$ cat src/rtl/mbox_pkg.sv
package mbox_pkg;
  typedef enum logic [1:0] {
    SP_OWN = 2'd0,
    SP_IN  = 2'd1,
    SP_CTL = 2'd2,
    SP_RSV = 2'd3
  } space_e;

  localparam int CTL_MASK   = 0;
  localparam int CTL_CAUSE  = 1;
  localparam int CTL_STATUS = 2;
endpackage

$ cat src/rtl/mbox_bank.sv
module mbox_bank #(
  parameter int NUM_MBOX = 4,
  parameter int DW       = 16,
  localparam int IW      = $clog2(NUM_MBOX),
  localparam int NB      = DW / 8
) (
  input  logic                               clk_i,
  input  logic                               rst_ni,
  input  logic                               we_i,
  input  logic [IW-1:0]                      idx_i,
  input  logic [NB-1:0]                      be_i,
  input  logic [DW-1:0]                      wd_i,
  output logic [NUM_MBOX-1:0][DW-1:0]        mb_o,
  output logic [NUM_MBOX-1:0]                set_o
);
  logic [NUM_MBOX-1:0][DW-1:0] mb_q;

  always_ff @(posedge clk_i or negedge rst_ni) begin
    if (!rst_ni) begin
      mb_q <= '0;
    end else if (we_i) begin
      for (int k = 0; k < NUM_MBOX; k++) begin
        for (int b = 0; b < NB; b++) begin
          if (idx_i == IW'(k) && be_i[b]) mb_q[k][b*8 +: 8] <= wd_i[b*8 +: 8];
        end
      end
    end
  end

  // only the top lane rings the doorbell
  for (genvar k = 0; k < NUM_MBOX; k++) begin : g_set
    assign set_o[k] = we_i && be_i[NB-1] && (idx_i == IW'(k));
  end

  assign mb_o = mb_q;
endmodule

$ cat src/rtl/mbox_irq_ctl.sv
module mbox_irq_ctl #(
  parameter int NUM_MBOX = 4,
  localparam int IW      = $clog2(NUM_MBOX)
) (
  input  logic                clk_i,
  input  logic                rst_ni,
  input  logic [NUM_MBOX-1:0] set_i,
  input  logic                clr_en_i,
  input  logic [IW-1:0]       clr_idx_i,
  input  logic                mask_we_i,
  input  logic [NUM_MBOX-1:0] mask_wd_i,
  output logic [NUM_MBOX-1:0] pend_o,
  output logic [NUM_MBOX-1:0] mask_o,
  output logic [NUM_MBOX-1:0] cause_o,
  output logic                irq_o
);
  logic [NUM_MBOX-1:0] pend_q, mask_q, cause_q;
  logic [NUM_MBOX-1:0] clr_vec, pend_d, cause_d;

  always_comb begin
    clr_vec = '0;
    if (clr_en_i) clr_vec[clr_idx_i] = 1'b1;
    pend_d  = (pend_q & ~clr_vec) | set_i;           // set wins
    cause_d = (cause_q & mask_q) | (pend_d & ~mask_q);
  end

  always_ff @(posedge clk_i or negedge rst_ni) begin
    if (!rst_ni) begin
      pend_q  <= '0;
      mask_q  <= '0;
      cause_q <= '0;
    end else begin
      pend_q  <= pend_d;
      cause_q <= cause_d;
      if (mask_we_i) mask_q <= mask_wd_i;
    end
  end

  assign pend_o  = pend_q;
  assign mask_o  = mask_q;
  assign cause_o = cause_q;
  assign irq_o   = |(pend_q & ~mask_q);
endmodule

$ cat src/rtl/mbox_rdport.sv
module mbox_rdport
  import mbox_pkg::*;
#(
  parameter int NUM_MBOX = 4,
  parameter int DW       = 16,
  localparam int IW      = $clog2(NUM_MBOX)
) (
  input  logic                        clk_i,
  input  logic                        rst_ni,
  input  logic                        rd_i,
  input  logic [1:0]                  space_i,
  input  logic [IW-1:0]               idx_i,
  input  logic [NUM_MBOX-1:0][DW-1:0] own_i,
  input  logic [NUM_MBOX-1:0][DW-1:0] peer_i,
  input  logic [NUM_MBOX-1:0]         mask_i,
  input  logic [NUM_MBOX-1:0]         cause_i,
  input  logic [NUM_MBOX-1:0]         pend_i,
  output logic [DW-1:0]               rdata_o
);
  logic [DW-1:0] rsel, rdata_q;

  always_comb begin
    rsel = '0;
    case (space_i)
      SP_OWN:  rsel = own_i[idx_i];
      SP_IN:   rsel = peer_i[idx_i];
      SP_CTL: begin
        if (idx_i == IW'(CTL_MASK))        rsel = DW'(mask_i);
        else if (idx_i == IW'(CTL_CAUSE))  rsel = DW'(cause_i);
        else if (idx_i == IW'(CTL_STATUS)) rsel = DW'(pend_i);
      end
      default: rsel = '0;
    endcase
  end

  always_ff @(posedge clk_i or negedge rst_ni) begin
    if (!rst_ni)   rdata_q <= '0;
    else if (rd_i) rdata_q <= rsel;
  end

  assign rdata_o = rdata_q;
endmodule

$ cat src/rtl/mbox_irq_ctrl.sv
module mbox_irq_ctrl
  import mbox_pkg::*;
#(
  parameter int NUM_MBOX = 4,
  parameter int DW       = 16,
  localparam int IW      = $clog2(NUM_MBOX),
  localparam int NB      = DW / 8
) (
  input  logic          clk_i,
  input  logic          rst_ni,
  input  logic          a_mem_ni,
  input  logic          a_box_ni,
  input  logic [1:0]    a_space_i,
  input  logic [IW-1:0] a_idx_i,
  input  logic [NB-1:0] a_be_i,
  input  logic          a_wr_i,
  input  logic          a_rd_i,
  input  logic [DW-1:0] a_wdata_i,
  output logic [DW-1:0] a_rdata_o,
  output logic          a_irq_o,
  input  logic          b_mem_ni,
  input  logic          b_box_ni,
  input  logic [1:0]    b_space_i,
  input  logic [IW-1:0] b_idx_i,
  input  logic [NB-1:0] b_be_i,
  input  logic          b_wr_i,
  input  logic          b_rd_i,
  input  logic [DW-1:0] b_wdata_i,
  output logic [DW-1:0] b_rdata_o,
  output logic          b_irq_o
);
  localparam int NP = 2;

  logic [NP-1:0]                        acc, wr_s, rd_s, wr_up, clr_en, mask_we, irq;
  logic [NP-1:0][1:0]                   space;
  logic [NP-1:0][IW-1:0]                idx;
  logic [NP-1:0][NB-1:0]                be;
  logic [NP-1:0][DW-1:0]                wd, rdata;
  logic [NP-1:0][NUM_MBOX-1:0][DW-1:0]  mb;
  logic [NP-1:0][NUM_MBOX-1:0]          set, pend, mask, cause;

  assign acc   = {b_mem_ni & ~b_box_ni, a_mem_ni & ~a_box_ni};
  assign wr_s  = acc & {b_wr_i, a_wr_i};
  assign rd_s  = acc & {b_rd_i, a_rd_i};
  assign space = {b_space_i, a_space_i};
  assign idx   = {b_idx_i, a_idx_i};
  assign be    = {b_be_i, a_be_i};
  assign wd    = {b_wdata_i, a_wdata_i};

  for (genvar p = 0; p < NP; p++) begin : g_port
    localparam int PEER = NP - 1 - p;

    assign wr_up[p]   = wr_s[p] && (space[p] == SP_OWN) && be[p][NB-1];
    assign clr_en[p]  = rd_s[p] && (space[p] == SP_IN) && be[p][NB-1];
    assign mask_we[p] = wr_s[p] && (space[p] == SP_CTL) &&
                        (idx[p] == IW'(CTL_MASK)) && be[p][0];

    mbox_bank #(.NUM_MBOX(NUM_MBOX), .DW(DW)) u_bank (
      .clk_i  (clk_i),
      .rst_ni (rst_ni),
      .we_i   (wr_s[p] && (space[p] == SP_OWN)),
      .idx_i  (idx[p]),
      .be_i   (be[p]),
      .wd_i   (wd[p]),
      .mb_o   (mb[p]),
      .set_o  (set[p])
    );

    // receiver side: sources come from the peer's bank
    mbox_irq_ctl #(.NUM_MBOX(NUM_MBOX)) u_ctl (
      .clk_i     (clk_i),
      .rst_ni    (rst_ni),
      .set_i     (set[PEER]),
      .clr_en_i  (clr_en[p]),
      .clr_idx_i (idx[p]),
      .mask_we_i (mask_we[p]),
      .mask_wd_i (wd[p][NUM_MBOX-1:0]),
      .pend_o    (pend[p]),
      .mask_o    (mask[p]),
      .cause_o   (cause[p]),
      .irq_o     (irq[p])
    );

    mbox_rdport #(.NUM_MBOX(NUM_MBOX), .DW(DW)) u_rd (
      .clk_i   (clk_i),
      .rst_ni  (rst_ni),
      .rd_i    (rd_s[p]),
      .space_i (space[p]),
      .idx_i   (idx[p]),
      .own_i   (mb[p]),
      .peer_i  (mb[PEER]),
      .mask_i  (mask[p]),
      .cause_i (cause[p]),
      .pend_i  (pend[p]),
      .rdata_o (rdata[p])
    );
  end

  assign a_rdata_o = rdata[0];
  assign b_rdata_o = rdata[1];
  assign a_irq_o   = irq[0];
  assign b_irq_o   = irq[1];
endmodule

$ cat config.mk
export PLATFORM = sky130hd
export DESIGN_NAME = mbox_irq_ctrl
export DESIGN_NICKNAME = d
export VERILOG_FILES = /design/src/rtl/mbox_pkg.sv /design/src/rtl/mbox_bank.sv /design/src/rtl/mbox_irq_ctl.sv /design/src/rtl/mbox_rdport.sv /design/src/rtl/mbox_irq_ctrl.sv
export SDC_FILE = /design/constraint.sdc
export NUM_CORES = 1
export LEC_CHECK = 0
export BUFFER_PORTS_ARGS = -buffer_cell sky130_fd_sc_hd__buf_2
export CAP_MARGIN = 30
export CORE_MARGIN = 2
export CORE_UTILIZATION = 45
export CTS_BUF_LIST = sky130_fd_sc_hd__clkbuf_16
export DETAILED_ROUTE_END_ITERATION = 6
export GPL_TIMING_DRIVEN = 0
export PLACE_DENSITY_LB_ADDON = 0.12
export SKIP_CTS_REPAIR_TIMING = 1
export SYNTH_ARGS = -nofsm -noshare
export SYNTH_HDL_FRONTEND = slang
export SYNTH_SLANG_ARGS = --single-unit
$ cat constraint.sdc
create_clock -name clk_i -period 2.05 [get_ports clk_i]
set_input_delay 0.3075 -clock clk_i [delete_from_list [all_inputs] [get_ports clk_i]]
set_output_delay 0.3075 -clock clk_i [all_outputs]
set_load 0.03 [all_outputs]
## Yosys cells after proc, flatten, opt, wreduce, memory -nomap -nowiden

Cells that the tools add are included.

| cells by class | value |
|---|---|
| order comparisons | 4 |
| equality and inequality tests | 10 |
| mux-type cells | 22 |
| bitwise gates (word level) | 22 |
| reductions and logical operators | 62 |

Operator list:

| kind | number |
|---|---|
| binary-select mux 16 bit (select 2 bit) | 4 |
| two-way mux 16 bit | 8 |
| case mux 16 bit (3 select lines) | 2 |
| logical AND 1 bit | 40 |
| bitwise AND 4 bit | 8 |
| AND reduction 2 bit | 16 |
| two-way mux 4 bit | 4 |
| NOT 4 bit | 4 |
| OR 4 bit | 4 |
| == test 2 bit, second input constant | 6 |
| == test 2 x 1 -> 1 bit, second input constant | 4 |
| zero test 2 bit | 4 |
| OR reduction 4 bit | 2 |
| < comparator 2 x 3 -> 1 bit, second input constant | 2 |
| bitwise AND 2 bit | 2 |
| demux 1 bit (select 2 bit) | 2 |
| greater-or-equal comparator 2 x 1 -> 1 bit, second input constant | 2 |
| bitwise AND 1 bit | 2 |
| two-way mux 1 bit | 2 |
| NOT 1 bit | 2 |

| storage, ports and cells | value |
|---|---|
| register bits after elaboration | 184 |
| input port bits | 54 |
| output and inout port bits | 34 |
| logic and storage cells | 144 |

## Longest topological paths before layout

Gate-level depths: netlist of the first run.

| logic depth | value |
|---|---|
| depth after elaboration | 11 |
| gate-level depth with buffers | 7 |
| gate-level depth less buffers | 4 |

## By module

A second synthesis of the first run with hierarchy kept.

| second synthesis, totals | value |
|---|---|
| cell total of the unflattened synthesis | 704 |
| area total of the unflattened synthesis | 9952.0 um^2 |

Modules (own cells, without submodules):

| module | times used | cells each | area each (um^2) |
|---|---|---|---|
| mbox_bank | 2 | 144 | 2573.7 |
| mbox_rdport | 2 | 161 | 1819.2 |
| mbox_irq_ctl | 2 | 41 | 531.8 |
| mbox_irq_ctrl | 1 | 12 | 102.6 |

## Least setup slack after synthesis of the first run

No wires, ideal clock.

| path | value |
|---|---|
| path type | input to register |
| start point | in a_idx_i[0] |
| end point | reg g_port[0].u_rd.rdata_q[8] |
| arrival | 1.750 ns |
| path slack | 0.179 ns |
| cell stages on the path | 5 |
| path buffers | 2 |
| cell sequence | buf_4 > buf_2 > mux4_2 > mux2_2 > a22o_1 |

| on the way | value |
|---|---|
| longest elaborated chain between the ends | 3 |
| elaborated cells on any way between the ends | 7 |
| classes of those cells | mux: 6; reduce/logical: 1 |

Ends and longest elaborated chain:

| item | line | RTL |
|---|---|---|
| start: declaration | mbox_irq_ctrl.sv:14 | `input logic [IW-1:0] a_idx_i,` |
| binary-select mux 16 bit (select 2 bit) (tied with other cells) | mbox_rdport.sv:26 | `SP_IN: rsel = peer_i[idx_i];` |
| two-way mux 16 bit, on equally long branches | mbox_rdport.sv:26, mbox_rdport.sv:25, mbox_rdport.sv:28 |  |
| case mux 16 bit (3 select lines) * | mbox_rdport.sv:24 | `case (space_i)` |
| end signal: assignment | mbox_rdport.sv:38 | `else if (rd_i) rdata_q <= rsel;` |
| end: declaration | mbox_rdport.sv:20 | `logic [DW-1:0] rsel, rdata_q;` |

Every way passes the cells marked *; elsewhere a longest branch is shown, timed or not. The select of a mux whose other input is x is not followed.
A chain may end at the register's enable or synchronous reset.

## Final worst setup path of the first run

| path | value |
|---|---|
| start point | in a_idx_i[1] |
| end point | reg g_port[0].u_rd.rdata_q[4] |

The elaborated chain is that of the path after synthesis.

==> flow_summary.ini, run 1 <==
[status]
run_status = finished, final reports clean

[floorplan]
die_width_um = 147
start_util_pct = 45.7
die-area_um2 = 21600
core-area_um2 = 20200
num_io_pins = 88
die_h_um = 147
floorplan.rows = 52

[timing]
hold_violations = 0
setup_viol = 0
fin_crit_sh_pct = 97.3
fin_worst_hold_slack_ps = 142
max_freq_mhz = 501
timing_worst_slew_pin_value_ps = 999
clock_tree_skew_after_final_layout_ps = 5.91
report.final.slew_viol_count = 0
setup_slack_ps = 54.9
worst_slew_margin_rel_pct = 33.1
rsz0062_at_grt = no
totalNegativeSetupSlack_ps = 0
post-route-min-period_ps = 2000

[place]
port_buffers = 84
detailedPlacementHpwl_um = 17700
placedCellCount = 1014
post-place-ws_ps = -499
detailed_place.area_um2 = 10000
final_gp_congestion = 0.872

[clocking]
cts-root-buf = clkbuf_16
tritoncts = done
tritoncts.num_buffers = 17
insertion_delay_ps = 440
cts.reportedPaths.clkPinSlew_ps = 70
htree_depth = 4
clock_sinks = 184
max-clock-path-buffers = 2

[power]
comb_power_share_pct = 14.8
internal-power_mw = 6.45
power.share.clock_pct = 37.4
power.density_nw_per_um2 = 825
peakVddDrop_mv = 0.504
power.share.sequential_pct = 47.8
power.leakage_nw = 5.02
switchingPower_mw = 2.31
sw_frac_of_total_pct = 26.4
power.total_mw = 8.77

[yosys]
ys_seq_area_share_pct = 50.0
synth_cell_type_count = 48
ys_top_cells_by_count = dfrtp_1, mux2_2, mux2i_1, mux4_2, nand2_1
yosysTopAreaCell = dfrtp_1
synthesis.area_per_instance_um2 = 14.0
syn_inst = 657
postSynthRegisterBits = 184
yosys_warnings = 0
share_of_the_synthesized_area_in_the_top_cell_type_pct = 50.0
synth.most_common_cell = dfrtp_1
netlist_area_um2 = 9220
postSynth.topFlopCell = dfrtp_1
netlist_top_cells_area = dfrtp_1, mux2_2, mux4_2, mux2i_1, o21ai_0
synth-edff-count = 0
synth_fp_nets = 711
postSynth.asyncResetShare_pct = 100

[routing]
detailedRoute.firstIterationViolations = 411
first_pass_iteration_count_of_the_detailed_router = 5
via_cell_ratio = 5.93
wl_um = 25100
ant_nets = 0
wire_per_inst_um = 24.0
detail_route.drc_violations = 0
via_count = 6210

[setup_path]
crit_path_cell_trace = buf_2, buf_2, clkbuf_1, mux4_2, mux2_2, a22o_1
arrival_ps = 2320
critical_path.max_fanout = 10
cp_common_cell = buf_2
setup.worst_path.class = in2reg
worst_path_largest_cell_delay_ps = 720
critical-path-slowest-cell = clkbuf_1
endpoint_kind = flop
worst_path_dominant_cell_family = buffers and inverters
critPathBufInv = 3
timing.critical_path.required_ps = 2370
worst_setup_path_start_kind = input pin

[global_route]
groute.usage.overall_pct = 24.3
grt_start_max_net_pins = 128
grt_pass1_wl_um = 39300
antenna_found_initial = 0
first_global_vias = 6813
grt.overflow.total = 0

[finish]
final_cell_area_um2 = 10600
final.fill_count = 1798
nets_final = 819
layout.cells.non_filler = 1047
num_antenna_cells = 0
areaGrowthSynthToFinish_pct = 15.3
drive_gt1_share_pct = 44.5
final_core_utilization_pct = 52.7

[worst_hold_path]
timing.hold.worst.class = in2reg

[job]
timing.max_cap.violations = 0
==> cell usage in the layout, fill, tap and decap left out, drive strengths merged, types with 3 or more instances in the layout <==
cell	n
a211oi	4
a22o	13
a22oi	6
and4b	3
buf	111
bufinv	3
clkbuf	33
clkinv	7
dfrtp	184
inv	14
mux2	157
mux2i	47
mux4	47
nand2	31
nand2b	5
nand3	5
nand3b	9
nor2	13
nor2b	6
o21ai	29
o221ai	6
o22ai	8
o31ai	4
==> state kept, by name (all words and copies together), names as in the netlist, named ones only <==
name,count
g_port.u_rd.rdata_o,32
g_port.u_ctl.mask_o,8
g_port.u_ctl.pend_o,8
g_port.u_bank.mb_o,128
==> layout make-up <==
cell class | instances | area [um2] | area share, %
timing repair buffer | 89 | 490 | 4.62
clock inverter | 14 | 143 | 1.34
inverter | 11 | 41.3 | 0.389
multi-input combinational | 423 | 4400 | 41.4
clock buffer | 17 | 425 | 4.00
sequential | 184 | 4600 | 43.3
tap | 270 | 338 | 3.18
buffer | 39 | 185 | 1.74
==> cells by family after synthesis <==
kind of cell | after synthesis | synth area share [%]
AND/OR/NAND/NOR | 88 | 5.51
buffers and inverters | 50 | 2.46
multiplexers | 251 | 35.8
flip-flops | 184 | 50.0
AO/OA/AOI/OAI | 84 | 6.31
==> metal layers <==
metal | track usage, % | wire length, um
met3 | 3.79 | 1020
met5 | 0 | 0
met2 | 41.8 | 12600
met4 | 7.98 | 526
met1 | 31.7 | 11000
==> tightest hold or removal path, stage by stage <==
cell and delay [ps]:
buf_2 120, nand2_1 50, o21ai_0 60
==> final timing paths <==
| path | startpoint | endpoint | slack [ps] | cells past startpoint |
|---|---|---|---|---|
| max | a_idx_i[1] | g_port[0].u_rd.rdata_o[4] | 50 | 6 |
| min | b_wdata_i[2] | g_port[1].u_ctl.mask_o[2] | 140 | 3 |
| max reg2reg | g_port[1].u_bank.mb_o[52] | g_port[0].u_rd.rdata_o[4] | 560 | 3 |
| min reg2reg | g_port[1].u_rd.rdata_o[7] | g_port[1].u_rd.rdata_o[7] | 470 | 2 |
| max in group asynchronous | rst_ni | g_port[0].u_bank.mb_o[35] | 690 | 3 |
| min in group asynchronous | rst_ni | g_port[0].u_rd.rdata_o[11] | 390 | 2 |
==> power by group through the flow <==
stage	registers (mW)	clock network, mW	logic, mW
3_5_place_dp	4.26	0	1.30
6_report	4.19	3.28	1.30
5_1_grt	4.23	3.48	1.41
3_3_place_gp	4.23	0	1.26
2_1_floorplan	4.29	0	0.767
4_1_cts	4.19	3.33	1.30
Note: power is estimated with default switching activity, not from simulation.
==> run 2, diff against run 1 <==
==> constraint.sdc (replaced) <==
create_clock -name clk_i -period 2.05 [get_ports clk_i]
set_input_delay 0.205 -clock clk_i [delete_from_list [all_inputs] [get_ports clk_i]]
set_output_delay 0.205 -clock clk_i [all_outputs]
set_load 0.03 [all_outputs]
==> run 2 against run 1 <==
Against the previous run:
- design area barely moved
- fmax rose by 0.26%
- highest routed layer unchanged
- combinational power barely moved
- first-iteration DRC count rose by 10%
- count of clock-buffer cells in the layout did not move
- setup slack improved by 5.1 ps
==> flow_summary.ini, run 2 (synthesis gave the netlist of run 1 again) <==
[place]
final_gp_congestion = 0.872
detailedPlacementHpwl_um = 17700
detailed_place.area_um2 = 10000
post-place-ws_ps = -397
port_buffers = 84
placedCellCount = 1014

[floorplan]
die_width_um = 147
floorplan.rows = 52
die-area_um2 = 21600
start_util_pct = 45.7
num_io_pins = 88
core-area_um2 = 20200
die_h_um = 147

[routing]
via_count = 6203
wl_um = 25100
detailedRoute.firstIterationViolations = 452
wire_per_inst_um = 23.9
first_pass_iteration_count_of_the_detailed_router = 5
ant_nets = 0
via_cell_ratio = 5.92
detail_route.drc_violations = 0

[timing]
worst_slew_margin_rel_pct = 32.9
rsz0062_at_grt = no
setup_slack_ps = 60.1
max_freq_mhz = 503
hold_violations = 0
report.final.slew_viol_count = 0
fin_worst_hold_slack_ps = 35.7
totalNegativeSetupSlack_ps = 0
clock_tree_skew_after_final_layout_ps = 6.52
post-route-min-period_ps = 1990
timing_worst_slew_pin_value_ps = 1000
fin_crit_sh_pct = 97.1
setup_viol = 0

[clocking]
cts.reportedPaths.clkPinSlew_ps = 70
tritoncts = done
clock_sinks = 184
insertion_delay_ps = 440
tritoncts.num_buffers = 17
max-clock-path-buffers = 2
htree_depth = 4
cts-root-buf = clkbuf_16

[setup_path]
beginning_of_the_critical_path = a_space_i[1]
worst_r2r_startpoint = g_port[1].u_bank.mb_o[52]
timing.reg2reg.worst_path_depth = 3
critical_path.max_fanout = 9
timing.critical_path.required_ps = 2370
arrival_ps = 2310
setup.worst_path.class = in2reg
endpoint_kind = flop
regToRegEndpoint = g_port[0].u_rd.rdata_o[4]
timing.reg2reg.setup_slack_ps = 560
worst_setup_path_start_kind = input pin

[power]
power.density_nw_per_um2 = 826
power.leakage_nw = 5.02
power.total_mw = 8.77
peakVddDrop_mv = 0.509

[worst_hold_path]
worstHoldPathCells = 3
timing.hold.worst.class = in2reg
min-delay-start = b_wdata_i[2]
min_to = g_port[1].u_ctl.mask_o[2]

[job]
timing.max_cap.violations = 0

[finish]
final_cell_area_um2 = 10600
largest_register_ffs = 128
areaGrowthSynthToFinish_pct = 15.1
layout.cells.non_filler = 1047
highest_count_cells_in_the_layout_ignoring_fill_and_taps = dfrtp_1, mux2_2, buf_2, mux2i_1, mux4_2
final_core_utilization_pct = 52.6
nets_final = 819
drive_gt1_share_pct = 44.3
most_common_library_cell_in_the_layout_ignoring_fill_and_taps = dfrtp_1
num_antenna_cells = 0

[global_route]
grt_pass1_wl_um = 39300
first_global_vias = 6813
grt.overflow.total = 0
groute.usage.overall_pct = 24.3
grt_start_max_net_pins = 128
antenna_found_initial = 0

[status]
run_status = finished, final reports clean
run 2: worst max path at each step:
stage	slack, ps	endpoint	cells after the start
floorplan	280	g_port[0].u_rd.rdata_o[8]	5
global placement	-2070	g_port[0].u_bank.mb_o[17]	1
detailed placement	-400	g_port[0].u_bank.mb_o[58]	5
CTS	50	g_port[0].u_bank.mb_o[58]	5
global route	20	flop	6
finish	60	g_port[0].u_bank.mb_o[13]	5
run 2: layout make-up:
type | count | area, um2
clock buffers | 17 | 425
multi-input cells | 423 | 4390
inverters | 11 | 41.3
plain buffers | 39 | 185
flip-flops and latches | 184 | 4600
repair buffers | 89 | 490
well taps | 270 | 338
fillers | 1799 | 9560
clock inverters | 14 | 143
run 2: worst max-delay path: stages:
cell,delay (ps)
clkbuf_1,230
nor4bb_1,530
clkbuf_1,210
nand3_1,610
mux2_2,520
run 2: layer usage:
metal,track usage [%],up-vias,share of wire (%)
met4,7.98,0,2.0
met1,31.7,3278,43
met2,41.8,165,51
met5,0,-,0
met3,3.79,35,3.8
li1,-,2725,-
run 2: power by group:
part	internal, mW	total [mW]	leakage (nW)	switching [mW]
logic	0.616	1.29	2.26	0.677
clock network	1.88	3.28	0.286	1.41
registers	3.96	4.19	2.47	0.233
total	6.45	8.77	5.02	2.32
